<file path="config.mk">
export PLATFORM = sky130hd
export DESIGN_NAME = hstx_drive_ctrl
export DESIGN_NICKNAME = d
export VERILOG_FILES = /design/src/rtl/hstx_pkg.sv /design/src/rtl/hstx_seq.sv /design/src/rtl/hstx_nrzi.sv /design/src/rtl/hstx_linemon.sv /design/src/rtl/hstx_drive_ctrl.sv
export SDC_FILE = /design/constraint.sdc
export NUM_CORES = 1
export LEC_CHECK = 0
export BUFFER_PORTS_ARGS = -buffer_cell sky130_fd_sc_hd__buf_4
export CORE_AREA = 2 2 39 41
export DETAILED_ROUTE_END_ITERATION = 10
export DIE_AREA = 0 0 41 43
export PLACE_DENSITY = 0.43
export SETUP_SLACK_MARGIN = 0.4
export SLEW_MARGIN = 20
export SYNTH_ARGS = -nofsm -noshare
export SYNTH_HDL_FRONTEND = slang
export SYNTH_HIERARCHICAL = 1
export SYNTH_SLANG_ARGS = --single-unit
</file>
<file path="constraint.sdc">
create_clock -name clk -period 1.26 [get_ports clk]
set_input_delay 0.252 -clock clk [delete_from_list [all_inputs] [get_ports clk]]
set_output_delay 0.252 -clock clk [all_outputs]
set_load 0.02 [all_outputs]
</file>
<file path="src/rtl/hstx_pkg.sv">
package hstx_pkg;

  typedef enum logic [1:0] {
    LS_IDLE = 2'd0,
    LS_J    = 2'd1,
    LS_K    = 2'd2
  } line_st_t;

  typedef enum logic [1:0] {
    SQ_IDLE = 2'd0,
    SQ_WARM = 2'd1,
    SQ_SEND = 2'd2
  } seq_st_t;

endpackage

</file>
<file path="src/rtl/hstx_seq.sv">
module hstx_seq
  import hstx_pkg::*;
#(
  parameter int SETTLE_CLKS = 2
) (
  input  logic clk,
  input  logic rst_n,
  input  logic tx_req,
  input  logic always_on,
  input  logic bit_valid,
  output logic bit_ready,
  output logic accept,
  output logic sending,
  output logic cur_en
);

  localparam int CW = (SETTLE_CLKS > 2) ? $clog2(SETTLE_CLKS) : 1;
  localparam logic [CW-1:0] WARM_LOAD = CW'((SETTLE_CLKS > 1) ? SETTLE_CLKS - 2 : 0);
  localparam bit SKIP_WARM = (SETTLE_CLKS <= 1);

  seq_st_t st_q, st_nxt;
  logic [CW-1:0] cnt_q, cnt_nxt;
  logic cur_q;

  assign sending   = (st_q == SQ_SEND);
  assign bit_ready = sending;
  assign accept    = sending && bit_valid;
  assign cur_en    = cur_q;

  always_comb begin
    st_nxt  = st_q;
    cnt_nxt = cnt_q;
    unique case (st_q)
      SQ_IDLE: begin
        if (tx_req) begin
          if (always_on || SKIP_WARM) begin
            st_nxt = SQ_SEND;
          end else begin
            st_nxt  = SQ_WARM;
            cnt_nxt = WARM_LOAD;
          end
        end
      end
      SQ_WARM: begin
        if (!tx_req) begin
          st_nxt = SQ_IDLE;
        end else if (cnt_q == '0) begin
          st_nxt = SQ_SEND;
        end else begin
          cnt_nxt = cnt_q - 1'b1;
        end
      end
      SQ_SEND: begin
        if (!accept && !tx_req) st_nxt = SQ_IDLE;
      end
      default: st_nxt = SQ_IDLE;
    endcase
  end

  always_ff @(posedge clk) begin
    if (!rst_n) begin
      st_q  <= SQ_IDLE;
      cnt_q <= '0;
      cur_q <= 1'b0;
    end else begin
      st_q  <= st_nxt;
      cnt_q <= cnt_nxt;
      cur_q <= always_on || (st_nxt != SQ_IDLE);
    end
  end

  AST_WARM_HAS_CURRENT: assert property (@(posedge clk) disable iff (!rst_n)
    (st_q == SQ_WARM) |=> cur_en);

  AST_WARM_NOT_READY: assert property (@(posedge clk) disable iff (!rst_n)
    (st_q == SQ_WARM && !always_on) |-> !bit_ready);

endmodule

</file>
<file path="src/rtl/hstx_nrzi.sv">
module hstx_nrzi (
  input  logic clk,
  input  logic rst_n,
  input  logic sending,
  input  logic accept,
  input  logic bit_in,
  output logic tx_data,
  output logic drv_en
);

  logic lvl_q, lvl_nxt;
  logic txd_q, drv_q;

  assign lvl_nxt = bit_in ? lvl_q : ~lvl_q;
  assign tx_data = txd_q;
  assign drv_en  = drv_q;

  always_ff @(posedge clk) begin
    if (!rst_n) begin
      lvl_q <= 1'b1;
      txd_q <= 1'b0;
      drv_q <= 1'b1;
    end else begin
      drv_q <= !accept;
      txd_q <= accept ? lvl_nxt : 1'b0;
      if (!sending)    lvl_q <= 1'b1;
      else if (accept) lvl_q <= lvl_nxt;
    end
  end

  AST_NRZI_ONE_HOLDS: assert property (@(posedge clk) disable iff (!rst_n)
    (accept && bit_in && !drv_en) |=> (tx_data == $past(tx_data)));

  AST_NRZI_ZERO_FLIPS: assert property (@(posedge clk) disable iff (!rst_n)
    (accept && !bit_in && !drv_en) |=> (tx_data != $past(tx_data)));

endmodule

</file>
<file path="src/rtl/hstx_linemon.sv">
module hstx_linemon
  import hstx_pkg::*;
(
  input  logic       drv_en,
  input  logic       tx_data,
  output logic [1:0] line_state
);

  line_st_t ls;

  always_comb begin
    if (drv_en)       ls = LS_IDLE;
    else if (tx_data) ls = LS_J;
    else              ls = LS_K;
  end

  assign line_state = ls;

endmodule

</file>
<file path="src/rtl/hstx_drive_ctrl.sv">
module hstx_drive_ctrl
  import hstx_pkg::*;
#(
  parameter int SETTLE_CLKS = 2
) (
  input  logic       clk,
  input  logic       rst_n,
  input  logic       tx_req,
  input  logic       always_on,
  input  logic       bit_valid,
  input  logic       bit_data,
  output logic       bit_ready,
  output logic       cur_en,
  output logic       drv_en,
  output logic       tx_data,
  output logic [1:0] line_state
);

  logic accept;
  logic sending;

  hstx_seq #(.SETTLE_CLKS(SETTLE_CLKS)) u_seq (
    .clk       (clk),
    .rst_n     (rst_n),
    .tx_req    (tx_req),
    .always_on (always_on),
    .bit_valid (bit_valid),
    .bit_ready (bit_ready),
    .accept    (accept),
    .sending   (sending),
    .cur_en    (cur_en)
  );

  hstx_nrzi u_nrzi (
    .clk     (clk),
    .rst_n   (rst_n),
    .sending (sending),
    .accept  (accept),
    .bit_in  (bit_data),
    .tx_data (tx_data),
    .drv_en  (drv_en)
  );

  hstx_linemon u_mon (
    .drv_en     (drv_en),
    .tx_data    (tx_data),
    .line_state (line_state)
  );

  AST_DRIVE_NEEDS_CURRENT: assert property (@(posedge clk) disable iff (!rst_n)
    !drv_en |-> cur_en);

  AST_READY_NEEDS_CURRENT: assert property (@(posedge clk) disable iff (!rst_n)
    bit_ready |-> cur_en);

  AST_IDLE_STEER_LOW: assert property (@(posedge clk) disable iff (!rst_n)
    (line_state == LS_IDLE) |-> !tx_data);

  AST_BIT_ENDS_IDLE: assert property (@(posedge clk) disable iff (!rst_n)
    (!bit_valid && !drv_en) |=> drv_en);

endmodule

</file>
==> flow_summary.ini <==
[status]
status = complete, no violations

[timing]
fin_setup_tns_ns = 0
fin_crit_ns = 1.12
hold_slack_ns = 0.186
worstMarginPinSlew_ns = 0.194
finalCritPeriodShare_pct = 88.6
fmax_mhz = 896
finalSetupViolCount = 0
finalHoldViolations = 0
rsz0062_at_grt = yes
max_slew_margin_pct = 87.0
slew_viol_final = 0
fin_skew_ns = 0.00698

[cts]
root_buffer = clkbuf_4
tritoncts = built
h-tree-depth = 1
clk_pin_slew_ns = 0.05
clock_latency_ns = 0.24
cts_buffer_depth = 2
clock_sinks = 6
cts_hold_buf = 0
cts_buffers = 3

[synthesis]
netlist-cell-type-count = 17
syn_nets = 32
postSynthCellCount = 26
yosysWarnings = 6
synth_area_leaders = dfxtp_1 45%, nor2b_4 10%, nand2_1 4.3%, a21bo_2 3.8%, o211a_1 3.8%
syn-cell-area_um2 = 264
synth-seq-area-share_pct = 45.5
synth_seq_cells = 6
syn_area_per_cell_um2 = 10.2
yosysTopAreaCell = dfxtp_1
synth_top_cell_area_share_pct = 45.5

[pwr]
cellPowerDensity_mw_per_mm2 = 1020
p_comb_share_pct = 16.5
p_switching_mw = 0.111
swShare_pct = 23.7
internal_power_mw = 0.359
pwr-share-seq_pct = 42.8
peakVddDrop_mv = 0.355
power_leakage_nw = 0.195
pwr-share-clk_pct = 40.7

[placement]
dp.cells = 52
finalWeightedCongestion = 0.592
numPortBuffers = 11
hpwlAfterDp_um = 417

[min_path]
hold_class = input pin to flop
min_from = always_on

[routing]
drcViolationCount = 0
drtPass1Iterations = 4
wire_per_inst_um = 9.33
via_per_inst = 4.09
via_count = 237
wirelength_um = 541
detail-route-antenna-nets = 0
first_iter_violations = 2

[critical_path]
slowest_stage = dfxtp_4
startpoint_type = flop
crit_buf_inv = 1
slowest_delay_ns = 0.34
cp_cell_sequence = nor2b_4 -> buf_6
cp.required_ns = 1.01
critPathLaunch = u_seq/st_q[1]
cp-end-kind = output pin
r2r_start = u_seq/st_q[1]
path_class = flop to output pin
cp_top_family = flip-flops
critical_path.max_fanout = 3
worst-endpoint-arrival_ns = 0.86

[layout]
drive_gt1_share_pct = 71.4
nFillCells = 150
final_cell_mix = 8 x buf_4, 5 x buf_6, 3 x clkbuf_4, 3 x nor2b_4, 3 x dfxtp_4
final_common_cell = buf_4
multiInputGateArea_um2 = 164
final_util_pct = 33.3
antenna_cells = 0
seq_area_um2 = 134
nNetsFinal = 49
fin_cells = 58
area_delta_synth_final_pct = 74.4

[global_route]
grt_pass1_vias = 239
grt_max_degree = 7
grt_pass1_wl_um = 848
antenna_found_initial = 0
track_usage_pct = 7.73
gr-total-overflow = 0

[run]
cap_violations = 0

[floorplanning]
rows = 14
fp.dieArea_mm2 = 0.00176
io_pins = 12
die_w_um = 41
start_util_pct = 19.1
core_mm2 = 0.00138
die_h_um = 43
==> worst paths after layout <==
kind / endpoint / slack (ns) / cells past startpoint
max: bit_ready / 0.14 / 2
min: u_seq/st_q[0] / 0.19 / 2
max reg2reg: u_nrzi/lvl_q / 0.17 / 5
min reg2reg: u_seq/st_q[0] / 0.48 / 1
==> flip-flops by register name, summed over array words and instances (netlist names) <==
signal	flops
u_seq/st_q	2
u_nrzi/drv_en	1
u_nrzi/lvl_q	1
u_nrzi/tx_data	1
u_seq/cur_en	1
==> synthesized netlist by cell type <==
cell and instances:
nor2_1 2, nor4_1 1, o21a_1 1, nor2b_4 2
o211a_1 1, dfxtp_1 6, nand3_1 1, o21ai_0 1
xor2_1 1, nand2_1 3, a21oi_1 1, a21bo_2 1
a2bb2oi_1 1, xnor2_1 1, buf_4 1, and2_1 1
nor2b_2 1
==> timing repair <==
item,4_1_cts,5_1_grt
pin swaps,1,4
setup endpoints to repair,9,11
gates resized for setup,9,4
setup buffers,2,0
==> cells by family (layout without fill, tap and decap cells) <==
kind of cell | after synthesis | after routing | share of synthesized area (%)
buffers and inverters | 1 | 17 | 2.84
xor gates and xnor gates | 2 | 2 | 6.64
AOI/OAI and AO/OA | 6 | 6 | 17.5
DFF | 6 | 6 | 45.5
and+or+nand+nor | 11 | 11 | 27.5
==> through the flow <==
stage,setup WS [ns],cell area (um2),power [mW]
finish,0.144,460,0.470
global route,0.104,460,0.499
CTS,0.128,448,0.484
detailed placement,0.148,380,0.270
global placement,0.164,380,0.268
floorplan,0.106,285,0.240
==> per-layer routing <==
layer	wire length (um)	global-route usage, %	vias to the layer above
met3	50	3.14	0
met5	0	0	-
met2	297	11.3	9
met1	192	7.40	107
met4	0	8.00	0
li1	-	-	121
==> power by group through the flow <==
stage	clock network, mW	registers, mW	logic [mW]
3_3_place_gp	0	0.207	0.0604
3_5_place_dp	0	0.208	0.0613
6_report	0.192	0.201	0.0774
2_1_floorplan	0	0.212	0.0282
4_1_cts	0.209	0.201	0.0736
5_1_grt	0.215	0.202	0.0826
==> cell type report <==
type	count	share of cell area, %
timing repair buffer	13	25.3
tap	16	4.35
sequential	6	29.1
multi-input combinational	19	35.6
clock buffer	4	5.71
(Power assumes the default switching activity.)
